**config.mk**
```make
export PLATFORM = sky130hd
export DESIGN_NAME = tok_coherence_ctrl
export DESIGN_NICKNAME = d
export VERILOG_FILES = /design/src/rtl/tok_pkg.sv /design/src/rtl/tok_ledger.sv /design/src/rtl/tok_retry_timer.sv /design/src/rtl/tok_msg_port.sv /design/src/rtl/tok_coherence_ctrl.sv
export SDC_FILE = /design/constraint.sdc
export NUM_CORES = 1
export LEC_CHECK = 0
export BUFFER_PORTS_ARGS = -buffer_cell sky130_fd_sc_hd__buf_4
export CELL_PAD_IN_SITES_DETAIL_PLACEMENT = 1
export CELL_PAD_IN_SITES_GLOBAL_PLACEMENT = 1
export CORE_MARGIN = 5
export CORE_UTILIZATION = 31
export CTS_CLUSTER_DIAMETER = 40
export DETAILED_ROUTE_END_ITERATION = 8
export PLACE_DENSITY_LB_ADDON = 0.1
export SLEW_MARGIN = 15
export SYNTH_ARGS = -nofsm -noshare
export SYNTH_HDL_FRONTEND = slang
export SYNTH_HIERARCHICAL = 1
export SYNTH_SLANG_ARGS = --single-unit
```
**constraint.sdc**
```tcl
create_clock -name clk -period 3.4 [get_ports clk]
set_clock_uncertainty 0.2 [all_clocks]
set_input_delay 0.68 -clock clk [delete_from_list [all_inputs] [get_ports clk]]
set_output_delay 0.68 -clock clk [all_outputs]
set_load 0.02 [all_outputs]
```
**src/rtl/tok_pkg.sv**
```systemverilog
package tok_pkg;

  typedef enum logic [1:0] {
    K_RD_REQ = 2'd0,
    K_WR_REQ = 2'd1,
    K_TOKENS = 2'd2
  } msg_kind_e;

  typedef enum logic [1:0] {
    P_NONE  = 2'd0,
    P_READ  = 2'd1,
    P_WRITE = 2'd2
  } perm_e;

  function automatic perm_e perm_of(input int unsigned cnt, input int unsigned total);
    if (cnt == 0)          return P_NONE;
    else if (cnt >= total) return P_WRITE;
    else                   return P_READ;
  endfunction

endpackage

```
**src/rtl/tok_ledger.sv**
```systemverilog
module tok_ledger #(
  parameter int unsigned TOTAL_TOKENS = 16,
  parameter int unsigned TOK_W        = 5,
  parameter bit          START_FULL   = 1'b0
) (
  input  logic             clk,
  input  logic             rst,
  input  logic             add_en,
  input  logic [TOK_W-1:0] add_amt,
  input  logic             give_one,
  input  logic             give_all,
  output logic [TOK_W-1:0] count,
  output logic [1:0]       perm,
  output logic             overflow,
  output logic             add_ok
);
  import tok_pkg::*;

  localparam logic [TOK_W-1:0] FULL = TOK_W'(TOTAL_TOKENS);
  localparam logic [TOK_W-1:0] INIT = START_FULL ? FULL : '0;

  logic [TOK_W:0]   sum;
  logic             sum_over;
  logic [TOK_W-1:0] nxt;

  assign sum      = {1'b0, count} + {1'b0, add_amt};
  assign sum_over = sum > {1'b0, FULL};
  assign add_ok   = add_en && !sum_over;

  always_comb begin
    nxt = count;
    if (add_en) begin
      if (!sum_over) nxt = sum[TOK_W-1:0];
    end else if (give_all) begin
      nxt = '0;
    end else if (give_one) begin
      nxt = count - TOK_W'(1);
    end
  end

  always_ff @(posedge clk) begin
    if (rst) begin
      count    <= INIT;
      perm     <= perm_of(32'(INIT), TOTAL_TOKENS);
      overflow <= 1'b0;
    end else begin
      count <= nxt;
      perm  <= perm_of(32'(nxt), TOTAL_TOKENS);
      if (add_en && sum_over) overflow <= 1'b1;
    end
  end

endmodule

```
**src/rtl/tok_retry_timer.sv**
```systemverilog
module tok_retry_timer #(
  parameter int unsigned TIMEOUT = 16
) (
  input  logic clk,
  input  logic rst,
  input  logic restart,
  input  logic run,
  output logic expired
);
  localparam int unsigned CW = (TIMEOUT < 2) ? 1 : $clog2(TIMEOUT);
  localparam logic [CW-1:0] LAST = CW'(TIMEOUT - 1);

  logic [CW-1:0] cnt;

  assign expired = run && (cnt == LAST);

  always_ff @(posedge clk) begin
    if (rst || restart) cnt <= '0;
    else if (run && !expired) cnt <= cnt + CW'(1);
  end

endmodule

```
**src/rtl/tok_msg_port.sv**
```systemverilog
module tok_msg_port #(
  parameter int unsigned NODE_W = 2,
  parameter int unsigned TOK_W  = 5,
  parameter int unsigned DATA_W = 32,
  parameter int unsigned MY_ID  = 0
) (
  input  logic              clk,
  input  logic              rst,
  input  logic              send_reply,
  input  logic [NODE_W-1:0] reply_node,
  input  logic [TOK_W-1:0]  reply_tokens,
  input  logic [DATA_W-1:0] reply_data,
  input  logic              send_req,
  input  logic              req_write,
  input  logic              req_reissue,
  output logic              out_valid,
  output logic [1:0]        out_kind,
  output logic [NODE_W-1:0] out_node,
  output logic [TOK_W-1:0]  out_tokens,
  output logic [DATA_W-1:0] out_data,
  output logic              out_reissue
);
  import tok_pkg::*;

  always_ff @(posedge clk) begin
    if (rst) begin
      out_valid   <= 1'b0;
      out_kind    <= K_RD_REQ;
      out_node    <= '0;
      out_tokens  <= '0;
      out_data    <= '0;
      out_reissue <= 1'b0;
    end else if (send_reply) begin
      out_valid   <= 1'b1;
      out_kind    <= K_TOKENS;
      out_node    <= reply_node;
      out_tokens  <= reply_tokens;
      out_data    <= reply_data;
      out_reissue <= 1'b0;
    end else if (send_req) begin
      out_valid   <= 1'b1;
      out_kind    <= req_write ? K_WR_REQ : K_RD_REQ;
      out_node    <= NODE_W'(MY_ID);
      out_tokens  <= '0;
      out_data    <= '0;
      out_reissue <= req_reissue;
    end else begin
      out_valid   <= 1'b0;
      out_reissue <= 1'b0;
    end
  end

endmodule

```
**src/rtl/tok_coherence_ctrl.sv**
```systemverilog
module tok_coherence_ctrl #(
  parameter int unsigned TOTAL_TOKENS = 16,
  parameter int unsigned NODE_W       = 2,
  parameter int unsigned DATA_W       = 32,
  parameter int unsigned MY_ID        = 0,
  parameter int unsigned HOME_ID      = 0,
  parameter int unsigned TIMEOUT      = 16,
  parameter int unsigned TOK_W        = $clog2(TOTAL_TOKENS + 1)
) (
  input  logic              clk,
  input  logic              rst,
  input  logic              loc_valid,
  input  logic              loc_write,
  input  logic [DATA_W-1:0] loc_wdata,
  output logic              loc_busy,
  output logic              loc_grant,
  output logic [DATA_W-1:0] loc_rdata,
  input  logic              in_valid,
  input  logic [1:0]        in_kind,
  input  logic [NODE_W-1:0] in_node,
  input  logic [TOK_W-1:0]  in_tokens,
  input  logic [DATA_W-1:0] in_data,
  output logic              out_valid,
  output logic [1:0]        out_kind,
  output logic [NODE_W-1:0] out_node,
  output logic [TOK_W-1:0]  out_tokens,
  output logic [DATA_W-1:0] out_data,
  output logic              out_reissue,
  output logic [TOK_W-1:0]  tok_count,
  output logic [1:0]        perm,
  output logic              tok_err
);
  import tok_pkg::*;

  localparam logic [TOK_W-1:0] FULL = TOK_W'(TOTAL_TOKENS);
  localparam bit IS_HOME = (MY_ID == HOME_ID);

  // pending local access
  logic              want_valid, want_write, issue_due, sent_once;
  logic [DATA_W-1:0] want_data;
  logic [DATA_W-1:0] blk_data;

  logic accept, satisfied, grant_now;
  logic rd_reply, wr_reply, reply;
  logic want_issue, send_req, timer_run, timer_restart, expired;
  logic tok_in, add_ok;
  logic [TOK_W-1:0]  reply_tokens;
  logic [DATA_W-1:0] reply_data;

  assign accept    = loc_valid && !want_valid;
  assign satisfied = want_write ? (tok_count == FULL) : (tok_count != '0);
  assign grant_now = want_valid && satisfied;

  assign rd_reply = in_valid && (in_kind == K_RD_REQ) && (tok_count == FULL);
  assign wr_reply = in_valid && (in_kind == K_WR_REQ) && (tok_count != '0);
  assign reply    = rd_reply || wr_reply;
  assign tok_in   = in_valid && (in_kind == K_TOKENS);

  assign reply_tokens = wr_reply ? tok_count : TOK_W'(1);
  assign reply_data   = (grant_now && want_write) ? want_data : blk_data;

  assign want_issue    = want_valid && !satisfied && (issue_due || expired);
  assign send_req      = want_issue && !reply;
  assign timer_run     = want_valid && !satisfied && !issue_due;
  assign timer_restart = accept || grant_now || send_req;

  tok_ledger #(
    .TOTAL_TOKENS(TOTAL_TOKENS),
    .TOK_W       (TOK_W),
    .START_FULL  (IS_HOME)
  ) u_ledger (
    .clk     (clk),
    .rst     (rst),
    .add_en  (tok_in),
    .add_amt (in_tokens),
    .give_one(rd_reply),
    .give_all(wr_reply),
    .count   (tok_count),
    .perm    (perm),
    .overflow(tok_err),
    .add_ok  (add_ok)
  );

  tok_retry_timer #(
    .TIMEOUT(TIMEOUT)
  ) u_timer (
    .clk    (clk),
    .rst    (rst),
    .restart(timer_restart),
    .run    (timer_run),
    .expired(expired)
  );

  tok_msg_port #(
    .NODE_W(NODE_W),
    .TOK_W (TOK_W),
    .DATA_W(DATA_W),
    .MY_ID (MY_ID)
  ) u_port (
    .clk         (clk),
    .rst         (rst),
    .send_reply  (reply),
    .reply_node  (in_node),
    .reply_tokens(reply_tokens),
    .reply_data  (reply_data),
    .send_req    (send_req),
    .req_write   (want_write),
    .req_reissue (sent_once),
    .out_valid   (out_valid),
    .out_kind    (out_kind),
    .out_node    (out_node),
    .out_tokens  (out_tokens),
    .out_data    (out_data),
    .out_reissue (out_reissue)
  );

  always_ff @(posedge clk) begin
    if (rst) begin
      want_valid <= 1'b0;
      want_write <= 1'b0;
      want_data  <= '0;
      issue_due  <= 1'b0;
      sent_once  <= 1'b0;
    end else if (grant_now) begin
      want_valid <= 1'b0;
      issue_due  <= 1'b0;
      sent_once  <= 1'b0;
    end else if (accept) begin
      want_valid <= 1'b1;
      want_write <= loc_write;
      want_data  <= loc_wdata;
      issue_due  <= 1'b1;
      sent_once  <= 1'b0;
    end else if (send_req) begin
      issue_due  <= 1'b0;
      sent_once  <= 1'b1;
    end else if (want_issue) begin
      issue_due  <= 1'b1;
    end
  end

  always_ff @(posedge clk) begin
    if (rst) begin
      blk_data  <= '0;
      loc_grant <= 1'b0;
      loc_rdata <= '0;
    end else begin
      loc_grant <= grant_now;
      if (grant_now) loc_rdata <= want_write ? want_data : blk_data;
      if (grant_now && want_write) blk_data <= want_data;
      else if (add_ok && tok_count == '0 && in_tokens != '0) blk_data <= in_data;
    end
  end

  assign loc_busy = want_valid;

endmodule

```
==> Implementation_results.wiki, run 1 <==
{| class="wikitable"
! Metric !! Value
|-
| Overall power consumption || 4.892 mW
|-
| Maximum number of pins on one net before global-route repair || 68
|-
| M1 GR Usage || 22.02%
|-
| Setup repair after global routing missed its margin || false
|-
| Number of non-filler instances in the completed layout || 1,296
|-
| Diode count || 0
|-
| Weighted congestion reported at the end of routability-driven placement || 0.7973
|-
| Syn-to-layout area delta || 29.18%
|-
| Fraction of synthesized cell area taken by the top area cell type || 41.01%
|-
| Worst Setup Path Type || reg -> reg
|-
| Area of the core || 24,180 um2
|-
| Mapped cell area || 7567 um2
|-
| Worst min-delay path class || reg -> reg
|-
| Global-route wire length before repair || 37,040 um
|-
| GR Util met2 || 27.34%
|-
| CTS root buffer || sky130_fd_sc_hd__clkbuf_16
|-
| Inserted Clock Buffers || 17
|-
| Final number of hold-violating endpoints || 0
|-
| Top Ports || 163
|-
| Final setup TNS || 0 ps
|-
| H-tree depth || 4
|-
| Setup violation total in the final timing report || 0
|-
| HPWL after detailed placement || 15,550 um
|-
| Ratio of routed vias to standard cells || 4.899
|-
| Cell accounting for the most synthesized area || sky130_fd_sc_hd__dfxtp_1
|-
| Final WL || 22,980 um
|-
| Status || finished clean
|-
| Worst Path Max Fanout || 8
|-
| Antenna violations before repair || 1
|-
| Total number of clock tree sinks || 155
|-
| Filler Cell Count || 2,790
|-
| Initial Util || 31.30%
|-
| Post-synthesis sequential area ratio || 41.01%
|-
| Horizontal die dimension || 166.2 um
|-
| Synth warn || 6
|-
| Maximum VDD drop || 257.1 uV
|-
| Maximum clock insertion buffer count || 2
|-
| Number of enable-type register cells in the synthesized netlist || 0
|-
| Share of the clock period used by the worst path after layout || 91.56%
|-
| Ranking of synthesized cells by area || sky130_fd_sc_hd__dfxtp_1 (41%), sky130_fd_sc_hd__mux2i_1 (9.7%), sky130_fd_sc_hd__nand2_1 (5.9%), sky130_fd_sc_hd__a211oi_2 (5.0%), sky130_fd_sc_hd__mux2_2 (4.5%)
|-
| Layer with the highest usage || met2
|-
| Gate count of the mapped netlist || 814
|-
| Number of core rows || 57
|-
| Power per cell area || 500.4 nW/um2
|-
| Worst Setup End Kind || flip-flop
|-
| Number of distinct library cell variants in the gate-level netlist after synthesis || 55
|-
| Kind of launch point of the worst setup path || flip-flop
|-
| Number of synthesized register bits || 155
|-
| Slew Limit Headroom || 38.26%
|-
| Area of the multi-input gates || 4065 um2
|-
| Clock input transition at the sequential cells of the worst setup and hold paths || 70 ps
|-
| # nets final || 1,045
|-
| Nets in the synthesized netlist || 900
|-
| Synthesized area divided by synthesized cell count || 9.296 um2
|-
| Crit path DAT || 3210 ps
|-
| Height of the die || 166.2 um
|-
| Time the final worst path needs with I/O delays and setup || 3113 ps
|-
| Pleak || 3.921 nW
|-
| Residual antenna-violating net count after detailed routing || 0
|-
| Detailed-route wire length per cell || 17.73 um
|-
| Worst-skew pair later-pin latency || 420 ps
|-
| Fin. max-slew vios || 0
|-
| Die footprint || 27,640 um2
|-
| First drt pass iteration count || 4
|-
| Global Route Usage Sum || 16.45%
|-
| Data required time at the worst endpoint || 3500 ps
|-
| Met3 layer usage reported by global route || 3.618%
|-
| Violation count after the first detailed-route iteration || 170
|-
| Count of buffers from port buffering || 162
|-
| Share of post-route cells with drive strength above 1 || 33.64%
|-
| Vias in the first global route || 6,732
|-
| # DRC || 0
|-
| Number of max-cap violations || 0
|-
| Clock tree from TritonCTS || built
|-
| Maximum frequency from static timing analysis || 321.2 MHz
|-
| Primary flip-flop cell chosen by synthesis mapping || sky130_fd_sc_hd__dfxtp_1
|-
| Storage cell area || 3104 um2
|-
| Congestion Overflow GR || 0
|-
| Worst-Margin Slew || 926.1 ps
|-
| Total instance count after detailed placement || 1,264
|-
| Async set or reset register ratio after synthesis || 0%
|-
| Vias || 6,349
|}
## kinds of logic (layout without fill, tap and decap cells)
family                     Yosys count  after routing  synth area share, %
AOI/OAI and AO/OA                  181            181                20.02
DFF                                155            155                41.01
buffers and inverters               89            247                6.118
and+or+nand+nor                    271            271                16.50
xor gates and xnor gates             7              7               0.8102
muxes                              103            103                14.12
adders and majority gates            8              8                1.422
## cells in the mapped netlist (3+ instances only)
master and count:
sky130_fd_sc_hd__buf_6 8, sky130_fd_sc_hd__and2_1 5, sky130_fd_sc_hd__a32o_1 5, sky130_fd_sc_hd__nand3b_1 3, sky130_fd_sc_hd__xor2_1 4, sky130_fd_sc_hd__o21ai_0 11
sky130_fd_sc_hd__a21oi_1 42, sky130_fd_sc_hd__nand2b_1 32, sky130_fd_sc_hd__nor3_1 37, sky130_fd_sc_hd__mux2_2 30, sky130_fd_sc_hd__buf_12 3, sky130_fd_sc_hd__inv_1 19
sky130_fd_sc_hd__nand3_1 3, sky130_fd_sc_hd__nor2_1 49, sky130_fd_sc_hd__nor4_1 3, sky130_fd_sc_hd__nor2b_1 5, sky130_fd_sc_hd__o22ai_1 12, sky130_fd_sc_hd__dfxtp_1 155
sky130_fd_sc_hd__ha_1 7, sky130_fd_sc_hd__o22ai_2 20, sky130_fd_sc_hd__or3_1 5, sky130_fd_sc_hd__a31oi_1 3, sky130_fd_sc_hd__o32ai_1 6, sky130_fd_sc_hd__mux2i_1 73
sky130_fd_sc_hd__nand2_1 118, sky130_fd_sc_hd__xnor2_1 3, sky130_fd_sc_hd__a211oi_2 30, sky130_fd_sc_hd__clkbuf_1 44, sky130_fd_sc_hd__a211oi_1 36, sky130_fd_sc_hd__buf_2 13
## state kept, by name, summed over array words and instances, names as in the netlist, 2 cells and up
signal and flops:
u_port/out_tokens 5, u_port/out_node 2, want_data 32, u_timer/cnt 4, u_port/out_data 32, u_ledger/count 5, loc_rdata 32, u_port/out_kind 2
blk_data 32
## metrics by stage
stage	hold slack [ps]	setup slack [ps]	area (um2)	utilization, %
floorplan	219.1	18.21	7585	-
global placement	229.4	-29.36	9218	38.13
detailed placement	235.5	-47.18	9218	38.13
CTS	245.5	163.9	9772	40.42
global route	265.8	47.83	9776	40.43
finish	245.4	286.9	9776	40.43
## path summary, 6_finish.rpt
check,startpoint,endpoint,slack (ps),depth (start not counted)
min,sent_once,u_port/out_reissue,250,2
max,u_ledger/count[1],blk_data[3],290,13
max reg2reg,u_ledger/count[1],blk_data[3],290,13
min reg2reg,sent_once,u_port/out_reissue,250,2
## layer usage
layer	vias up	share of wire [%]
met3	12	4.0
met5	-	0.030
li1	3179	-
met2	101	47
met1	3055	48
met4	2	0.87
## cell usage in the layout (no fill, tap or decap), types with 3 or more instances in the layout
cell / count
sky130_fd_sc_hd__a211oi_1: 36
sky130_fd_sc_hd__a211oi_2: 30
sky130_fd_sc_hd__a21oi_1: 42
sky130_fd_sc_hd__a31oi_1: 3
sky130_fd_sc_hd__a32o_1: 5
sky130_fd_sc_hd__and2_1: 5
sky130_fd_sc_hd__buf_12: 8
sky130_fd_sc_hd__buf_4: 187
sky130_fd_sc_hd__clkbuf_16: 17
sky130_fd_sc_hd__dfxtp_1: 154
sky130_fd_sc_hd__ha_1: 6
sky130_fd_sc_hd__inv_1: 17
sky130_fd_sc_hd__inv_6: 6
sky130_fd_sc_hd__inv_8: 3
sky130_fd_sc_hd__mux2_2: 30
sky130_fd_sc_hd__mux2i_1: 72
sky130_fd_sc_hd__nand2_1: 118
sky130_fd_sc_hd__nand2b_1: 31
sky130_fd_sc_hd__nand3b_1: 3
sky130_fd_sc_hd__nor2_1: 48
sky130_fd_sc_hd__nor2b_1: 3
sky130_fd_sc_hd__nor3_1: 37
sky130_fd_sc_hd__nor4_1: 3
sky130_fd_sc_hd__o21ai_0: 9
sky130_fd_sc_hd__o22ai_1: 12
sky130_fd_sc_hd__o22ai_2: 20
sky130_fd_sc_hd__o32ai_1: 6
sky130_fd_sc_hd__or2_2: 3
sky130_fd_sc_hd__or3_1: 5
sky130_fd_sc_hd__xnor2_1: 3
sky130_fd_sc_hd__xor2_1: 4
## where the power goes
part	internal, mW	leakage [nW]	switching, mW
registers	1.92	1.26	0.0825
clock network	0.963	0.271	0.856
logic	0.465	2.39	0.603
## layout make-up
type / instances / area share [%]
multi-input cells: 570 / 41.58
well taps: 324 / 4.147
flip-flops and latches: 155 / 31.75
repair buffers: 196 / 16.11
inverters: 19 / 0.7296
clock buffers: 17 / 4.352
clock inverters: 15 / 1.318
## critical path, cell delays in order (launching register included)
cell and delay [ps]:
sky130_fd_sc_hd__dfxtp_1 460, sky130_fd_sc_hd__inv_1 140, sky130_fd_sc_hd__fa_2 550, sky130_fd_sc_hd__inv_2 40, sky130_fd_sc_hd__nor3_1 160, sky130_fd_sc_hd__o21ai_1 90
sky130_fd_sc_hd__a221o_1 350, sky130_fd_sc_hd__nor2_1 90, sky130_fd_sc_hd__inv_1 70, sky130_fd_sc_hd__a2111oi_4 170, sky130_fd_sc_hd__buf_4 210, sky130_fd_sc_hd__or2_4 170
sky130_fd_sc_hd__buf_4 200, sky130_fd_sc_hd__a211oi_2 80
## what timing repair did
action,CTS,global route
setup buffers,0,0
hold buffers,0,0
resized for setup,0,2
setup endpoints to repair,0,34
(Power assumes the default switching activity.)
==> inputs of run 2 (changes only) <==
--- a/config.mk
+++ b/config.mk
@@ -5,6 +5,7 @@
 export SDC_FILE = /design/constraint.sdc
 export NUM_CORES = 1
 export LEC_CHECK = 0
+export ABC_AREA = 1
 export BUFFER_PORTS_ARGS = -buffer_cell sky130_fd_sc_hd__buf_4
 export CELL_PAD_IN_SITES_DETAIL_PLACEMENT = 1
 export CELL_PAD_IN_SITES_GLOBAL_PLACEMENT = 1
==> run 2 against run 1 <==
Largest power group unchanged. Non-clock buffer count shrank 15. Worst setup slack got worse by 40 ps. Highest routed layer is now met4. Sequential power shrank 3%. Critical endpoint is now blk_data[17].
==> Implementation_results.wiki, run 2 <==
{| class="wikitable"
! Metric !! Value
|-
| Maximum clock insertion buffer count || 2
|-
| Most used cells in the layout excluding fill and tap cells || sky130_fd_sc_hd__nand2_1 (233), sky130_fd_sc_hd__buf_4 (181), sky130_fd_sc_hd__dfxtp_1 (155)
|-
| Number of synthesized register bits || 155
|-
| Clock input transition at the sequential cells of the worst setup and hold paths || 70 ps
|-
| Maximum VDD drop || 295.1 uV
|-
| Maximum frequency from static timing analysis || 317.2 MHz
|-
| Worst Path Max Fanout || 30
|-
| Ranking of synthesized cells by area || sky130_fd_sc_hd__dfxtp_1 (44%), sky130_fd_sc_hd__nand2_1 (12%), sky130_fd_sc_hd__a21oi_1 (7.5%), sky130_fd_sc_hd__nor2_1 (6.9%), sky130_fd_sc_hd__inv_1 (5.3%)
|-
| Ratio of routed vias to standard cells || 4.724
|-
| Design area || 9060 um2
|-
| Worst min-delay path class || reg -> reg
|-
| Violation count after the first detailed-route iteration || 252
|-
| Final setup TNS || 0 ps
|-
| Status || finished clean
|-
| Fin. max-slew vios || 0
|-
| Share of the clock period used by the worst path after layout || 92.73%
|-
| Share of post-route cells with drive strength above 1 || 23.32%
|-
| Post-synthesis sequential area ratio || 43.77%
|-
| Synthesized area divided by synthesized cell count || 7.026 um2
|-
| Filler Cell Count || 2,861
|-
| Number of core rows || 55
|-
| CTS root buffer || sky130_fd_sc_hd__clkbuf_16
|-
| Number of enable-type register cells in the synthesized netlist || 0
|-
| Cell with the most instances after synthesis || sky130_fd_sc_hd__nand2_1
|-
| Kind of launch point of the worst setup path || flip-flop
|-
| Cell accounting for the most synthesized area || sky130_fd_sc_hd__dfxtp_1
|-
| Fraction of synthesized cell area taken by the top area cell type || 43.77%
|-
| Inserted Clock Buffers || 17
|-
| Global Route Usage Sum || 18.37%
|-
| Final number of hold-violating endpoints || 0
|-
| Residual antenna-violating net count after detailed routing || 0
|-
| Synth warn || 6
|-
| Global-route wire length before repair || 38,220 um
|-
| Total number of clock tree sinks || 155
|-
| Top Ports || 163
|-
| Overall power consumption || 4.488 mW
|-
| Total instance count after detailed placement || 1,415
|-
| Primary flip-flop cell chosen by synthesis mapping || sky130_fd_sc_hd__dfxtp_1
|-
| Nets in the synthesized netlist || 1,095
|-
| Vias || 6,836
|-
| Most common cell after layout, fill and taps aside || sky130_fd_sc_hd__nand2_1
|-
| Gate count of the mapped netlist || 1,009
|-
| Height of the die || 161.2 um
|-
| Slew Limit Headroom || 48.68%
|-
| Vias in the first global route || 7,119
|-
| Antenna violations before repair || 0
|-
| Setup violation total in the final timing report || 0
|-
| Diode count || 0
|-
| Async set or reset register ratio after synthesis || 0%
|-
| H-tree depth || 4
|-
| Number of non-filler instances in the completed layout || 1,447
|-
| Mapped cell area || 7089 um2
|-
| Worst-Margin Slew || 768.7 ps
|-
| Weighted congestion reported at the end of routability-driven placement || 0.7700
|-
| Number of max-cap violations || 0
|-
| Detailed-route wire length per cell || 16.68 um
|-
| Horizontal die dimension || 161.2 um
|-
| Final Worst Setup Slack || 247.1 ps
|-
| Area of the core || 22,570 um2
|-
| First drt pass iteration count || 5
|-
| HPWL after detailed placement || 15,890 um
|-
| Time the final worst path needs with I/O delays and setup || 3153 ps
|-
| Most frequent cells after synthesis || sky130_fd_sc_hd__nand2_1 (234), sky130_fd_sc_hd__dfxtp_1 (155), sky130_fd_sc_hd__nor2_1 (130), sky130_fd_sc_hd__a21oi_1 (106), sky130_fd_sc_hd__inv_1 (101)
|-
| # DRC || 0
|-
| Die footprint || 25,990 um2
|-
| Worst-skew pair later-pin latency || 430 ps
|-
| Power per cell area || 495.3 nW/um2
|-
| Data required time at the worst endpoint || 3520 ps
|-
| Pleak || 4.170 nW
|-
| Congestion Overflow GR || 0
|-
| Maximum number of pins on one net before global-route repair || 61
|-
| Initial Util || 31.41%
|-
| Crit path DAT || 3280 ps
|-
| Count of buffers from port buffering || 162
|-
| Final WL || 24,140 um
|-
| Syn-to-layout area delta || 27.80%
|-
| Count of hold buffers inserted by post-cts repair || 0
|-
| Worst Setup Path Type || reg -> reg
|-
| Clock tree from TritonCTS || built
|-
| Placed cell area || 8487 um2
|-
| # nets final || 1,235
|-
| Number of distinct library cell variants in the gate-level netlist after synthesis || 35
|-
| Worst setup timing slack at the placement stage || 11.18 ps
|-
| Worst Setup End Kind || flip-flop
|-
| Setup repair after global routing missed its margin || false
|}
-- run 2: cell types whose count changed in the layout (fill, tap and decap cells not counted), sizes merged, moves of 30 or more --
cell    delta
nand2b    -32
nor3      -34
a21oi     +74
mux2i     -73
nand2    +132
o22ai     -32
inv       +80
a211oi    -66
nor2      +89
o21ai     +63
mux2      -30
nand3     +80
-- run 2: critical path, cell delays in order, from the launching register on --
cell	delay (ps)
sky130_fd_sc_hd__dfxtp_1	450
sky130_fd_sc_hd__ha_1	240
sky130_fd_sc_hd__inv_1	80
sky130_fd_sc_hd__fa_1	510
sky130_fd_sc_hd__nand2_1	70
sky130_fd_sc_hd__nor2_2	110
sky130_fd_sc_hd__nand3_2	100
sky130_fd_sc_hd__nand2_4	110
sky130_fd_sc_hd__nand2_4	80
sky130_fd_sc_hd__nor2_1	110
sky130_fd_sc_hd__nand3_1	130
sky130_fd_sc_hd__nand2_2	110
sky130_fd_sc_hd__buf_4	430
sky130_fd_sc_hd__nand3_1	170
sky130_fd_sc_hd__nand3_1	100
sky130_fd_sc_hd__inv_1	50
-- run 2: what timing repair did --
action                     in CTS  in global routing
hold endpoints to repair        0                  0
setup buffers                   0                  0
gates resized for setup         0                  2
setup endpoints to repair       0                  4
-- run 2: per-stage QoR --
step | util (%) | hold slack, ps
6_report | 40.14 | 263.8
3_3_place_gp | 37.60 | 251.0
5_1_grt | 40.14 | 257.9
3_5_place_dp | 37.60 | 255.3
2_1_floorplan | - | 223.6
4_1_cts | 40.13 | 252.5
-- run 2: cell families after synthesis --
group / share of synthesized area [%]
fa+ha+maj: 1.518
buf+inv: 10.32
simple gates: 29.77
compound gates: 14.49
flops: 43.77
xor+xnor: 0.1236
-- run 2: power by group --
group | internal (mW) | switching [mW]
sequential | 1.90 | 0.0507
combinational | 0.236 | 0.426
clock | 1.05 | 0.826
total | 3.19 | 1.30
-- run 2: final timing paths --
kind	cells past startpoint	to	slack, ps	start
min reg2reg	2	u_port/out_node[1]	260	u_port/out_node[1]
max reg2reg	15	blk_data[17]	250	u_ledger/count[0]
max	15	blk_data[17]	250	u_ledger/count[0]
min	2	u_port/out_node[1]	260	u_port/out_node[1]
-- run 2: cell type report --
| class | instances | area (um2) | area share [%] |
|---|---|---|---|
| Multi-Input combinational cell | 689 | 3272 | 36.11 |
| Clock inverter | 12 | 113.9 | 1.257 |
| Inverter | 105 | 399.1 | 4.405 |
| Timing Repair Buffer | 181 | 1359 | 15.00 |
| Clock buffer | 20 | 456.7 | 5.041 |
| Sequential cell | 155 | 3103 | 34.25 |
| Tap cell | 285 | 356.6 | 3.936 |
-- run 2: routing by layer --
layer | vias to the layer above | share of wire (%) | global-route usage (%) | wire (um)
li1 | 3491 | - | - | -
met1 | 3220 | 47 | 23.11 | 11350
met2 | 111 | 48 | 32.48 | 11690
met3 | 14 | 3.8 | 3.879 | 915
met4 | 0 | 0.75 | 3.955 | 180
met5 | - | 0 | 0 | 0
